## src/rtl/phy_cfg_pkg.sv

```systemverilog
// Package: shared widths, counts and state encodings for the PHY test-port
// configuration sequencer. Assumes an 8-bit test-data path.
package phy_cfg_pkg;
    localparam int TW    = 8;   // test-data width
    localparam int CLK_N = 5;   // clock-lane writes
    localparam int DAT_N = 7;   // writes per data lane
    localparam int CFG_N = 6;   // configuration writes
    localparam int IW    = 3;   // item index width

    typedef enum logic [1:0] {G_CLK, G_DAT, G_CFG} grp_t;
    typedef enum logic [1:0] {S_IDLE, S_CLR, S_ADDR, S_DATA} st_t;
endpackage

```

## src/rtl/phy_cfg_strobe.sv

```systemverilog
// Module: phy_cfg_strobe
// Produces one pulse per go_i: HI_CYC cycles high, then LO_CYC cycles low.
// fin_o marks the last low cycle so the caller can chain the next pulse.
// Assumes go_i is only raised when no pulse is in flight.
module phy_cfg_strobe #(
    parameter int HI_CYC = 2,
    parameter int LO_CYC = 3
) (
    input  logic clk,
    input  logic rst_n,
    input  logic go_i,
    output logic lvl_o,
    output logic fin_o
);
    localparam int MX = (HI_CYC > LO_CYC) ? HI_CYC : LO_CYC;
    localparam int CW = $clog2(MX + 1);

    logic          act_q;
    logic          hi_q;
    logic [CW-1:0] cnt_q;

    // Level timer: load high count on go, then low count, then stop.
    always_ff @(posedge clk) begin
        if (!rst_n) begin
            act_q <= 1'b0;
            hi_q  <= 1'b0;
            cnt_q <= '0;
        end else if (go_i) begin
            act_q <= 1'b1;
            hi_q  <= 1'b1;
            cnt_q <= CW'(HI_CYC - 1);
        end else if (act_q) begin
            if (cnt_q != '0) begin
                cnt_q <= cnt_q - 1'b1;
            end else if (hi_q) begin
                hi_q  <= 1'b0;
                cnt_q <= CW'(LO_CYC - 1);
            end else begin
                act_q <= 1'b0;
            end
        end
    end

    // Pulse level and last-low-cycle flag.
    assign lvl_o = act_q & hi_q;
    assign fin_o = act_q & ~hi_q & (cnt_q == '0);
endmodule

```

## src/rtl/phy_cfg_walk.sv

```systemverilog
// Module: phy_cfg_walk
// Tracks the position in the write list as (group, lane, item): clock-lane
// items, then DAT_N items for each lane, then the configuration items.
// Assumes lanes_i is 1..MAX_LANES and stays stable after clr_i.
module phy_cfg_walk
    import phy_cfg_pkg::*;
#(
    parameter int MAX_LANES = 4,
    localparam int LW = (MAX_LANES > 1) ? $clog2(MAX_LANES) : 1,
    localparam int NW = $clog2(MAX_LANES + 1)
) (
    input  logic          clk,
    input  logic          rst_n,
    input  logic          clr_i,
    input  logic          adv_i,
    input  logic [NW-1:0] lanes_i,
    output grp_t          grp_o,
    output logic [LW-1:0] lane_o,
    output logic [IW-1:0] item_o,
    output logic          last_o
);
    logic [LW-1:0] last_lane;

    // Highest lane index of this run.
    assign last_lane = LW'(lanes_i - NW'(1));

    // Position counter: advance the item and move between groups.
    always_ff @(posedge clk) begin
        if (!rst_n || clr_i) begin
            grp_o  <= G_CLK;
            lane_o <= '0;
            item_o <= '0;
        end else if (adv_i) begin
            unique case (grp_o)
                G_CLK: begin
                    if (item_o == IW'(CLK_N - 1)) begin
                        grp_o  <= G_DAT;
                        item_o <= '0;
                    end else begin
                        item_o <= item_o + 1'b1;
                    end
                end
                G_DAT: begin
                    if (item_o == IW'(DAT_N - 1)) begin
                        item_o <= '0;
                        if (lane_o == last_lane) grp_o  <= G_CFG;
                        else                     lane_o <= lane_o + 1'b1;
                    end else begin
                        item_o <= item_o + 1'b1;
                    end
                end
                default: item_o <= item_o + 1'b1;
            endcase
        end
    end

    // Final write of the list.
    assign last_o = (grp_o == G_CFG) && (item_o == IW'(CFG_N - 1));
endmodule

```

## src/rtl/phy_cfg_map.sv

```systemverilog
// Module: phy_cfg_map
// Combinational map from list position to register index and value.
// Packs the PLL fields into their configuration words. Assumes the
// bundles are stable for the run.
module phy_cfg_map
    import phy_cfg_pkg::*;
#(
    parameter int            MAX_LANES     = 4,
    parameter logic [TW-1:0] CLK_ADDR_BASE = 8'h10,
    parameter logic [TW-1:0] DAT_ADDR_BASE = 8'h20,
    parameter logic [TW-1:0] LANE_STRIDE   = 8'h10,
    parameter logic [TW-1:0] CFG_ADDR_BASE = 8'h70,
    localparam int LW = (MAX_LANES > 1) ? $clog2(MAX_LANES) : 1
) (
    input  grp_t              grp_i,
    input  logic [LW-1:0]     lane_i,
    input  logic [IW-1:0]     item_i,
    input  logic [CLK_N*TW-1:0] clk_tim_i,
    input  logic [DAT_N*TW-1:0] dat_tim_i,
    input  logic [TW-1:0]     hs_clk_sel_i,
    input  logic              pll_div5f_i,
    input  logic              pll_div1f_i,
    input  logic [2:0]        pll_2p_i,
    input  logic              pll_bw_en_i,
    input  logic [TW-1:0]     pll_fb_p_i,
    input  logic [TW-1:0]     pll_fb_s_i,
    input  logic              pll_pre_byp_i,
    input  logic [6:0]        pll_pre_div_i,
    input  logic              pll_vco_hi_i,
    input  logic [1:0]        pll_lf_r_i,
    input  logic [1:0]        pll_lf_c_i,
    output logic [TW-1:0]     addr_o,
    output logic [TW-1:0]     val_o
);
    logic [TW-1:0] item_w;
    logic [TW-1:0] lane_w;
    logic [TW-1:0] cfg_val;

    assign item_w = TW'(item_i);
    assign lane_w = TW'(lane_i);

    // Configuration word for the current item.
    always_comb begin
        unique case (item_i)
            3'd0:    cfg_val = hs_clk_sel_i;
            3'd1:    cfg_val = {2'b00, pll_div5f_i, pll_div1f_i, pll_2p_i, pll_bw_en_i};
            3'd2:    cfg_val = pll_fb_p_i;
            3'd3:    cfg_val = pll_fb_s_i;
            3'd4:    cfg_val = {pll_pre_byp_i, pll_pre_div_i};
            3'd5:    cfg_val = {3'd5, pll_vco_hi_i, pll_lf_r_i, pll_lf_c_i};
            default: cfg_val = '0;
        endcase
    end

    // Index and value per group.
    always_comb begin
        unique case (grp_i)
            G_CLK: begin
                addr_o = CLK_ADDR_BASE + item_w;
                val_o  = clk_tim_i[item_i*TW +: TW];
            end
            G_DAT: begin
                addr_o = DAT_ADDR_BASE + item_w + lane_w * LANE_STRIDE;
                val_o  = dat_tim_i[item_i*TW +: TW];
            end
            default: begin
                addr_o = CFG_ADDR_BASE + item_w;
                val_o  = cfg_val;
            end
        endcase
    end
endmodule

```

## src/rtl/phy_cfg_seq.sv

```systemverilog
// Module: phy_cfg_seq (top)
// Sequences a PHY test-port programming run: one clear pulse, then every
// list entry as an address phase (enable high) and a value phase (enable
// low), each latched by one test-clock pulse. Assumes the inputs are held
// stable while busy_o is high.
module phy_cfg_seq
    import phy_cfg_pkg::*;
#(
    parameter int            HI_CYC        = 2,
    parameter int            LO_CYC        = 3,
    parameter int            MAX_LANES     = 4,
    parameter logic [TW-1:0] CLK_ADDR_BASE = 8'h10,
    parameter logic [TW-1:0] DAT_ADDR_BASE = 8'h20,
    parameter logic [TW-1:0] LANE_STRIDE   = 8'h10,
    parameter logic [TW-1:0] CFG_ADDR_BASE = 8'h70,
    localparam int LW = (MAX_LANES > 1) ? $clog2(MAX_LANES) : 1,
    localparam int NW = $clog2(MAX_LANES + 1)
) (
    input  logic                clk,
    input  logic                rst_n,
    input  logic                start_i,
    input  logic [NW-1:0]       lanes_i,
    input  logic [CLK_N*TW-1:0] clk_tim_i,
    input  logic [DAT_N*TW-1:0] dat_tim_i,
    input  logic [TW-1:0]       hs_clk_sel_i,
    input  logic                pll_div5f_i,
    input  logic                pll_div1f_i,
    input  logic [2:0]          pll_2p_i,
    input  logic                pll_bw_en_i,
    input  logic [TW-1:0]       pll_fb_p_i,
    input  logic [TW-1:0]       pll_fb_s_i,
    input  logic                pll_pre_byp_i,
    input  logic [6:0]          pll_pre_div_i,
    input  logic                pll_vco_hi_i,
    input  logic [1:0]          pll_lf_r_i,
    input  logic [1:0]          pll_lf_c_i,
    output logic                busy_o,
    output logic                done_o,
    output logic                phy_rst_n_o,
    output logic                tst_clr_o,
    output logic                tst_clk_o,
    output logic                tst_en_o,
    output logic [TW-1:0]       tst_data_o
);
    st_t           st_q;
    logic [NW-1:0] lanes_q;
    logic [NW-1:0] lanes_eff;
    logic          go, lvl, fin, launch, adv, last;
    grp_t          grp;
    logic [LW-1:0] lane;
    logic [IW-1:0] item;
    logic [TW-1:0] addr, val;

    // Clamp the requested lane count into 1..MAX_LANES.
    assign lanes_eff = (lanes_i == '0)               ? NW'(1) :
                       (lanes_i > NW'(MAX_LANES))    ? NW'(MAX_LANES) : lanes_i;

    // Pulse launch and list advance requests.
    assign launch = (st_q == S_IDLE) && start_i;
    assign adv    = (st_q == S_DATA) && fin && !last;
    assign go     = launch || (fin && (st_q != S_IDLE) && !((st_q == S_DATA) && last));

    phy_cfg_strobe #(.HI_CYC(HI_CYC), .LO_CYC(LO_CYC)) u_strobe (
        .clk(clk), .rst_n(rst_n), .go_i(go), .lvl_o(lvl), .fin_o(fin)
    );

    phy_cfg_walk #(.MAX_LANES(MAX_LANES)) u_walk (
        .clk(clk), .rst_n(rst_n), .clr_i(launch), .adv_i(adv), .lanes_i(lanes_q),
        .grp_o(grp), .lane_o(lane), .item_o(item), .last_o(last)
    );

    phy_cfg_map #(
        .MAX_LANES(MAX_LANES), .CLK_ADDR_BASE(CLK_ADDR_BASE),
        .DAT_ADDR_BASE(DAT_ADDR_BASE), .LANE_STRIDE(LANE_STRIDE),
        .CFG_ADDR_BASE(CFG_ADDR_BASE)
    ) u_map (
        .grp_i(grp), .lane_i(lane), .item_i(item),
        .clk_tim_i(clk_tim_i), .dat_tim_i(dat_tim_i), .hs_clk_sel_i(hs_clk_sel_i),
        .pll_div5f_i(pll_div5f_i), .pll_div1f_i(pll_div1f_i), .pll_2p_i(pll_2p_i),
        .pll_bw_en_i(pll_bw_en_i), .pll_fb_p_i(pll_fb_p_i), .pll_fb_s_i(pll_fb_s_i),
        .pll_pre_byp_i(pll_pre_byp_i), .pll_pre_div_i(pll_pre_div_i),
        .pll_vco_hi_i(pll_vco_hi_i), .pll_lf_r_i(pll_lf_r_i), .pll_lf_c_i(pll_lf_c_i),
        .addr_o(addr), .val_o(val)
    );

    // Phase state, lane capture, done pulse and PHY reset release.
    always_ff @(posedge clk) begin
        if (!rst_n) begin
            st_q        <= S_IDLE;
            lanes_q     <= NW'(1);
            done_o      <= 1'b0;
            phy_rst_n_o <= 1'b0;
        end else begin
            done_o <= 1'b0;
            unique case (st_q)
                S_IDLE: if (start_i) begin
                    st_q        <= S_CLR;
                    lanes_q     <= lanes_eff;
                    phy_rst_n_o <= 1'b0;
                end
                S_CLR:  if (fin) st_q <= S_ADDR;
                S_ADDR: if (fin) st_q <= S_DATA;
                default: if (fin) begin
                    if (last) begin
                        st_q        <= S_IDLE;
                        done_o      <= 1'b1;
                        phy_rst_n_o <= 1'b1;
                    end else begin
                        st_q <= S_ADDR;
                    end
                end
            endcase
        end
    end

    // Test-port line drive from phase and pulse level.
    assign busy_o     = (st_q != S_IDLE);
    assign tst_clr_o  = (st_q == S_CLR) && lvl;
    assign tst_clk_o  = ((st_q == S_ADDR) || (st_q == S_DATA)) && lvl;
    assign tst_en_o   = (st_q == S_ADDR);
    assign tst_data_o = (st_q == S_ADDR) ? addr : (st_q == S_DATA) ? val : '0;
endmodule

```

## config.mk

```make
export PLATFORM = sky130hd
export DESIGN_NAME = phy_cfg_seq
export DESIGN_NICKNAME = d
export VERILOG_FILES = /design/src/rtl/phy_cfg_pkg.sv /design/src/rtl/phy_cfg_strobe.sv /design/src/rtl/phy_cfg_walk.sv /design/src/rtl/phy_cfg_map.sv /design/src/rtl/phy_cfg_seq.sv
export SDC_FILE = /design/constraint.sdc
export NUM_CORES = 1
export LEC_CHECK = 0
export ABC_AREA = 0
export BUFFER_PORTS_ARGS = -buffer_cell sky130_fd_sc_hd__buf_2
export CAP_MARGIN = 10
export CORE_ASPECT_RATIO = 1.2
export CORE_MARGIN = 3
export CORE_UTILIZATION = 39
export CTS_BUF_LIST = sky130_fd_sc_hd__clkbuf_4 sky130_fd_sc_hd__clkbuf_8
export DETAILED_ROUTE_END_ITERATION = 10
export GPL_TIMING_DRIVEN = 0
export PLACE_DENSITY = 0.81
export SLEW_MARGIN = 20
export SYNTH_ARGS = -nofsm -noshare
export SYNTH_HDL_FRONTEND = slang
export SYNTH_SLANG_ARGS = --single-unit
export TNS_END_PERCENT = 20
```

## constraint.sdc

```tcl
create_clock -name clk -period 1.9 [get_ports clk]
set_input_delay 0 -clock clk [delete_from_list [all_inputs] [get_ports clk]]
set_output_delay 0 -clock clk [all_outputs]
set_load 0.01 [all_outputs]
```

==> Yosys cells after proc, flatten, opt, wreduce, memory -nomap -nowiden <==
Index checks and enable logic that the tools add are counted.
{ "op_classes": {"eq_ne": 19, "n_addsub": 8, "shift": 2, "muxes": 36, "n_mul": 0, "bitwise": 8, "div": 0, "magnitude_cmp": 1, "n_reduce_logical": 39} }
{ "op_table": {"columns": ["op", "n"], "rows": [
  ["$shiftx A56 B7 Y8", 1],
  ["$pmux W8 S6", 1],
  ["$shiftx A40 B7 Y8", 1],
  ["$pmux W8 S2", 2],
  ["$mux W2", 12],
  ["$mux W8", 2],
  ["$reduce_bool A2 Y1", 7],
  ["$mux W1", 13],
  ["$ne A2 B2 Y1 const B", 6],
  ["$reduce_and A4 Y1", 3],
  ["$eq A3 B3 Y1 const B", 3],
  ["$logic_and A1 B1 Y1", 9],
  ["$add A7 B3 Y8 const A", 1],
  ["$add A8 B6 Y8", 1],
  ["$reduce_and A2 Y1", 4],
  ["$add A6 B3 Y7 const A", 1],
  ["$add A5 B3 Y6 const A", 1],
  ["$eq A2 B2 Y1 const B", 3],
  ["$eq A3 B2 Y1 const B", 2],
  ["$logic_not A2 Y1", 3],
  ["$logic_not A3 Y1", 2],
  ["$mux W3", 2],
  ["$pmux W2 S3", 1],
  ["$pmux W3 S2", 1],
  ["other kinds (18)", 31]
]} }
{ "word_totals": {"latchBits": 0, "rom_bits": 0, "regBits": 17, "elab_cells": 124, "n_memories": 0, "ramBits": 0, "inputBits": 145} }

==> Logic depth before layout (Yosys ltp) <==
Gate-level depths: netlist (run 1).
{ "depth": {"word_depth": 8, "mapped_depth": 10} }

==> By module <==
A second synthesis (run 1) with hierarchy kept.
{ "hier_totals": {"hier_cells": 388, "area_unflattened_um2": 2741.4} }
{ "modules_own_cells": {"columns": ["mod", "n_inst", "cells_per_inst", "area_per_inst_um2"], "rows": [
  ["phy_cfg_map", 1, 231, 1445.1],
  ["phy_cfg_seq", 1, 80, 591.8],
  ["phy_cfg_walk", 1, 55, 494.2],
  ["phy_cfg_strobe", 1, 22, 210.2]
]} }

==> Least setup slack after synthesis (run 1) <==
Ideal clock, no wire load.
{ "synth_timing": {"path_type": "register to register", "startpoint": "register u_walk.item_o[1]", "endpoint": "register u_walk.lane_o[1]", "setup_time_ns": 0.116, "path_buffers": 0, "t_arrival_ns": 1.981, "required_ns": 1.784, "setup_slack_ns": -0.197, "path_stages_with_launch": 8, "cell_sequence": "dfxtp_1 > clkinv_1 > ha_1 > nand4b_1 > nand3_1 > nor4_4 > a21oi_1 > a31o_2"} }
{ "synth_via": {"elab_chain_cells": 5, "word_cells_on_any_way": 6} }
{ "synth_rtl": {"columns": ["item", "line_no", "rtl"], "rows": [
  ["start: declaration", "phy_cfg_walk.sv:19", "output logic [IW-1:0] item_o,"],
  ["start signal: assignment", "phy_cfg_walk.sv:40", "item_o <= item_o + 1'b1;"],
  ["start signal: assignment", "phy_cfg_walk.sv:49", "item_o <= item_o + 1'b1;"],
  ["start signal: assignment", "phy_cfg_walk.sv:52", "default: item_o <= item_o + 1'b1;"],
  ["$eq A3 B3 Y1", "phy_cfg_walk.sv:58", "assign last_o = (grp_o == G_CFG) && (item_o == IW'(CFG_N - 1));"],
  ["$logic_and A1 B1 Y1", "phy_cfg_walk.sv:58", null],
  ["$logic_not A1 Y1", "phy_cfg_seq.sv:60", "assign adv = (st_q == S_DATA) && fin && !last;"],
  ["$logic_and A1 B1 Y1", "phy_cfg_seq.sv:60", null],
  ["$reduce_and A4 Y1 (no source line) *", null, null],
  ["end signal: assignment", "phy_cfg_walk.sv:47", "else lane_o <= lane_o + 1'b1;"],
  ["end: declaration", "phy_cfg_walk.sv:18", "output logic [LW-1:0] lane_o,"]
]} }
Mark *: on every way between the ends. The rest lies on a longest branch, timed or not.
A chain may end at the register's enable or synchronous reset.

==> Worst setup path after layout (run 1) <==
{ "layout_timing": {"startpoint": "register u_walk.item_o[1]", "endpoint": "output port tst_data_o[1]"} }
{ "layout_via": {"elab_chain_cells": 5, "word_cells_on_any_way": 17} }
{ "layout_rtl": {"columns": ["item", "line_no", "rtl"], "rows": [
  ["parallel branches: the longest is 4 deep, another holds $add A8 B6 Y8", null, null],
  ["$mux W8 *", "phy_cfg_seq.sv:121", "assign tst_data_o = (st_q == S_ADDR) ? addr : (st_q == S_DATA) ? val : '0;"],
  ["end: declaration", "phy_cfg_seq.sv:43", "output logic [TW-1:0] tst_data_o"]
]} }
Every way passes the cells marked *.

==> results.cfg, run 1 <==
[outcome]
status = finished, violations left
violations = setup timing

[global_routing]
grt-ovfl-total = 0
grt_pass1_vias = 3303
grtUsageTotal_pct = 27.3
grt_pass1_wl_um = 15500
grt_max_degree = 11
antenna_found_initial = 0

[flow_run]
maxCapViolCount = 0

[pwr]
p_seq_share_pct = 29.6
power_mw = 1.54
clock_power_share_pct = 17.8
vdd_drop_max_v = 0.000589
power_switching_uw = 618
p_leak_nw = 1.79
p_sw_share_pct = 40.3
p_int_uw = 917
p_comb_share_pct = 52.6
powerDensity_nw_per_um2 = 424

[logic_synthesis]
avgSynthCellArea_um2 = 7.29
synth_top_family_by_area = compound AO/OA/AOI/OAI gates
synth.area.mux_share_pct = 15.4
synthCells = 318
ys.flop_type = dfxtp_1
ys_seq_area_share_pct = 14.7
yosys_warnings = 0
synth_compound_area_share_pct = 28.8
syn_nets = 475
synthXorXnorAreaFrac_pct = 0.756
synth-simple-area-share_pct = 27.5
async_flop_share_pct = 0
syn_area_um2 = 2320
synth_edf_count = 0
yosys.cell_types.count = 58
ys_ff_latch = 17
synthAdderAreaFrac_pct = 6.48

[min_path]
holdPathEnd = lanes_q[0]
hold_start = lanes_i[0]
holdPathStages = 3
min_path_type = in2reg

[sta]
worst_hold_slack_ns = 0.0849
final.setup.worst_slack_ns = -0.190
fin_skew_ns = 0.00541
max_freq_ghz = 0.478
min_period_over_period_pct = 110
fin_tns_setup_ns = -1.09
drv_slew = 0
tightest_slew_ns = 0.534
relSlewSlack_pct = 64.4
hold_viol = 0
timing.final.crit_period_ns = 2.09
grt_setup_unrepaired = yes
setup_viol = 9

[critical_path]
end_kind = output port
worstPathMaxFanout = 10
r2r_cells = 7
rr_endpoint = u_walk.lane_o[1]
r2r_setup_slack_ns = 0
start_kind = flip-flop
crit_required_ns = 1.90
worstPathArrival_ns = 2.09
timing.rr.start = u_walk.item_o[1]
critPathKind = reg2out

[final_layout]
fill_cells = 519
final_util_pct = 63.5
drive_gt1_share_pct = 48.7
final-seq-area_um2 = 350
mostFrequentLayoutCells = 159 x buf_2, 49 x nand2_1, 27 x a21oi_1
finalInstanceArea_um2 = 3620
layout.cells.most_common = buf_2
area_delta_synth_final_pct = 56.3
final_cells = 575
antennaDiodeCount = 0
multi_input_area_um2 = 1970
nNetsFinal = 653

[clock_network]
ctsHtreeMaxLevel = 1
cts_buffers = 3
clk_path_buf_depth = 2
cts_sinks = 17
cts-root-buf = clkbuf_8
clk_latency_ns = 0.26
clkSlewWorstSetupHoldPaths_ns = 0.07
cts_tree = built

[detailed_routing]
via_count = 3344
remaining_drc_errors = 0
firstDrtPassIters = 8
antenna_left = 0
wl_per_cell_um = 17.6
drt_iter0_markers = 294
routed_via_density = 5.82
finalWirelength_um = 10100

[placement]
dp_hpwl_um = 7640
dp_slack_ns = -0.682
place_congestion = 0.931
port_buffers = 158
dp_cells = 556
placed_area_um2 = 3230

[floorplan]
coreArea_um2 = 5710
io_pins = 159
start_util_pct = 40.6
die_w_um = 76.4
die_h_um = 90.5
die_area_um2 = 6910
row_count = 30
state kept, by name, indices dropped and copies added (netlist names):
register,flops
u_walk.item_o,3
lanes_q,2
st_q,2
u_strobe.cnt_q,2
u_walk.grp_o,2
u_walk.lane_o,2
done_o,1
phy_rst_n_o,1
u_strobe.act_q,1
u_strobe.hi_q,1
routing by layer:
| layer | global-route usage, % | up-vias | share of wire (%) |
|---|---|---|---|
| met2 | 50.1 | 224 | 50 |
| met4 | 14.2 | 0 | 5.2 |
| met5 | 0 | - | 0 |
| met3 | 6.59 | 48 | 9.1 |
| li1 | - | 1554 | - |
| met1 | 28.4 | 1518 | 36 |
synth_stat cells, types with 7 or more instances:
library cell / count / area [um2]
buf_2: 8 / 40.0
nor2b_1: 7 / 43.8
nor4_1: 7 / 43.8
nor2_1: 19 / 71.3
nand2_1: 51 / 191
mux2i_1: 21 / 210
a21oi_1: 27 / 135
clkbuf_1: 11 / 41.3
dfxtp_1: 17 / 340
ha_1: 12 / 150
nand3_1: 9 / 45.0
nor3_1: 7 / 35.0
inv_1: 7 / 26.3
o21ai_0: 14 / 70.1
power groups by stage:
stage	Sequential [mW]	Clock [mW]	Combinational, mW
floorplan	0.452	0	0.456
global placement	0.459	0	0.727
detailed placement	0.465	0	0.756
CTS	0.454	0.280	0.788
global route	0.467	0.296	0.885
finish	0.455	0.273	0.807
cells by family after synthesis:
kind of cell | Yosys count
mux | 29
fa+ha+maj | 12
compound gates | 98
flops | 17
xor+xnor | 2
simple gates | 127
buf+inv | 33
critical path, cell delays in order (launching register included):
cell and delay, ns:
dfxtp_4 0.43, clkinv_8 0.08, ha_4 0.19, clkbuf_8 0.17
a222oi_1 0.38, o2111ai_1 0.18, a22oi_1 0.18, a31oi_1 0.07
buf_2 0.16
area by class of cell:
| cell class | count | share of cell area (%) |
|---|---|---|
| Multi-Input combinational cell | 268 | 54.3 |
| Timing Repair Buffer | 176 | 25.7 |
| Sequential cell | 17 | 9.67 |
| Buffer | 20 | 4.42 |
| Tap cell | 80 | 2.76 |
| Inverter | 10 | 1.86 |
| Clock buffer | 3 | 1.14 |
| Clock inverter | 1 | 0.138 |
worst max path at each step:
stage                     slack (ns)        startpoint  depth (start not counted)          endpoint
after floorplan                -0.10  u_walk.item_o[1]                          7  u_walk.lane_o[1]
final                          -0.19  u_walk.item_o[1]                          8     tst_data_o[1]
after CTS                      -0.19  u_walk.item_o[1]                          8     tst_data_o[1]
after global placement         -0.63  u_walk.item_o[0]                         10     tst_data_o[1]
after global routing           -0.23  u_walk.item_o[0]                         10     tst_data_o[2]
after detailed placement       -0.68  u_walk.item_o[0]                         10     tst_data_o[1]
repair_timing:
item	in CTS	in global routing
setup buffers	14	3
endpoints found under the setup margin	19	11
hold endpoints to repair	1	0
hold buffers	1	0
gates resized for setup	54	17
pin swaps	12	14
Note: power is estimated with default switching activity, not from simulation.
==> run 2: changes to the inputs <==
--- a/config.mk
+++ b/config.mk
@@ -6,7 +6,7 @@
 export NUM_CORES = 1
 export LEC_CHECK = 0
 export ABC_AREA = 0
-export BUFFER_PORTS_ARGS = -buffer_cell sky130_fd_sc_hd__buf_2
+export BUFFER_PORTS_ARGS = -buffer_cell sky130_fd_sc_hd__buf_4
 export CAP_MARGIN = 10
 export CORE_ASPECT_RATIO = 1.2
 export CORE_MARGIN = 3
==> run 2 against run 1 <==
  * The flow still finishes with violations (setup timing)
  * Global-route usage rose by 1.6 points
  * Clock skew barely moved
  * Clock power rose by 2%
  * Die area did not move
  * Via count rose by 1.9%
  * Flip-flop and latch count did not move
  * Critical endpoint is now tst_data_o[5]
  * Highest routed layer unchanged
==> results.cfg, run 2 (synthesized netlist as in run 1, its figures left out) <==
[final_layout]
drive_gt1_share_pct = 49.5
top_register = u_walk.item_o
antennaDiodeCount = 0
fill_cells = 468
mostFrequentLayoutCells = 176 x buf_4, 50 x nand2_1, 27 x a21oi_1
nNetsFinal = 653
largest_reg_flops = 3
finalInstanceArea_um2 = 4060
layout.cells.most_common = buf_4
area_delta_synth_final_pct = 75.3

[placement]
port_buffers = 158
dp_hpwl_um = 8010
place_congestion = 0.937
placed_area_um2 = 3620

[sta]
drv_slew = 0
relSlewSlack_pct = 62.9
max_freq_ghz = 0.473
grt_setup_unrepaired = yes
min_period_over_period_pct = 111
fin_skew_ns = 0.00520
hold_viol = 0
final.setup.worst_slack_ns = -0.213
timing.final.crit_period_ns = 2.11
setup_viol = 9
tightest_slew_ns = 0.556

[critical_path]
critPathKind = reg2out
worstPathMaxFanout = 7
end_kind = output port
start_kind = flip-flop
crit_required_ns = 1.90
worstPathArrival_ns = 2.11

[pwr]
p_leak_nw = 1.92
p_sw_share_pct = 36.7
clock_power_share_pct = 16.9
p_comb_share_pct = 55.4
power_switching_uw = 605
powerDensity_nw_per_um2 = 405
p_int_mw = 1.04
power_mw = 1.65
vdd_drop_max_v = 0.000764
p_seq_share_pct = 27.7

[global_routing]
grt_use_met2_pct = 51.7
grtUsageTotal_pct = 28.9
top_usage_layer = met2
grt_pass1_wl_um = 16500
grt_max_degree = 11
antenna_found_initial = 0
grt_pass1_vias = 3349
grt-ovfl-total = 0
met1_usage_pct = 31.5
gr-usage-met3_pct = 6.59

[clock_network]
clk_path_buf_depth = 2
clk_latency_ns = 0.25
cts_buffers = 3
cts-root-buf = clkbuf_8
ctsHtreeMaxLevel = 1
cts_tree = built
hold_buffers = 0
cts_sinks = 17
clkSlewWorstSetupHoldPaths_ns = 0.06

[detailed_routing]
firstDrtPassIters = 6
finalWirelength_um = 10600
drt_iter0_markers = 321
antenna_left = 0
remaining_drc_errors = 0
wl_per_cell_um = 18.4
via_count = 3407
routed_via_density = 5.93

[floorplan]
row_count = 30
die_w_um = 76.4
coreArea_um2 = 5710
die_h_um = 90.5
start_util_pct = 40.6
die_area_um2 = 6910
io_pins = 159

[flow_run]
maxCapViolCount = 0

[outcome]
violations = setup timing
status = finished, violations left

[min_path]
min_path_type = in2reg
==> run 2: cell types whose count changed in the layout (fill, tap and decap cells not counted), sizes merged <==
cell         before  now
buf             187  189
clkinv            4    3
dlygate4sd3       1    0
==> run 2: metal layers <==
metal,share of wire [%],wire [um],vias to the layer above
li1,-,-,1556
met1,35,3760,1558
met2,50,5260,236
met3,9.3,981,57
met4,5.7,605,0
met5,0,0,-
==> run 2: what timing repair did <==
action | in CTS | in global routing
pin swaps | 12 | 12
resized for setup | 56 | 26
endpoints found under the setup margin | 19 | 10
setup buffers | 14 | 4
==> run 2: area by class of cell <==
class	instances	area (um2)	area share [%]
Buffer	20	164	4.03
Timing Repair Buffer	176	1340	32.9
Sequential cell	17	350	8.62
Inverter	10	63.8	1.57
Tap cell	80	100	2.46
Clock buffer	4	48.8	1.20
Multi-Input combinational cell	268	2000	49.2
==> run 2: worst max-delay path, stage by stage, from the launching register on <==
cell	delay (ns)
dfxtp_4	0.35
buf_6	0.12
clkinv_8	0.05
ha_4	0.19
a222oi_1	0.37
or2_4	0.21
o2111ai_4	0.14
nand3_2	0.13
o211ai_1	0.11
buf_4	0.18
==> run 2: power by group through the flow <==
stage / sequential, mW / combinational, mW / clock, mW
after floorplan: 0.452 / 0.456 / 0
after global placement: 0.458 / 0.837 / 0
after detailed placement: 0.463 / 0.865 / 0
after CTS: 0.454 / 0.894 / 0.281
after global routing: 0.462 / 0.997 / 0.302
final: 0.455 / 0.912 / 0.279
==> run 2: metrics by stage <==
stage / worst slack, ns / utilization, % / instances / TNS (ns) / hold slack, ns
after floorplan: -0.102 / - / 318 / -0.116 / 0.167
after global placement: -0.683 / 63.5 / 556 / -6.71 / 0.262
after detailed placement: -0.695 / 63.5 / 556 / -6.85 / 0.280
after CTS: -0.167 / 69.1 / 571 / -0.858 / 0.0193
after global routing: -0.258 / 71.2 / 575 / -1.69 / 0.0573
final: -0.213 / 71.2 / 575 / -1.04 / 0.0184
==> run 2: path summary, 6_finish.rpt <==
path / from / end / slack, ns / depth (start not counted)
hold / removal: lanes_i[2] / lanes_q[0] / 0.02 / 2
setup reg to reg: u_walk.item_o[1] / u_walk.lane_o[1] / 0 / 7
setup / recovery: u_walk.item_o[0] / tst_data_o[5] / -0.21 / 9
hold reg to reg: lanes_q[0] / lanes_q[0] / 0.52 / 2
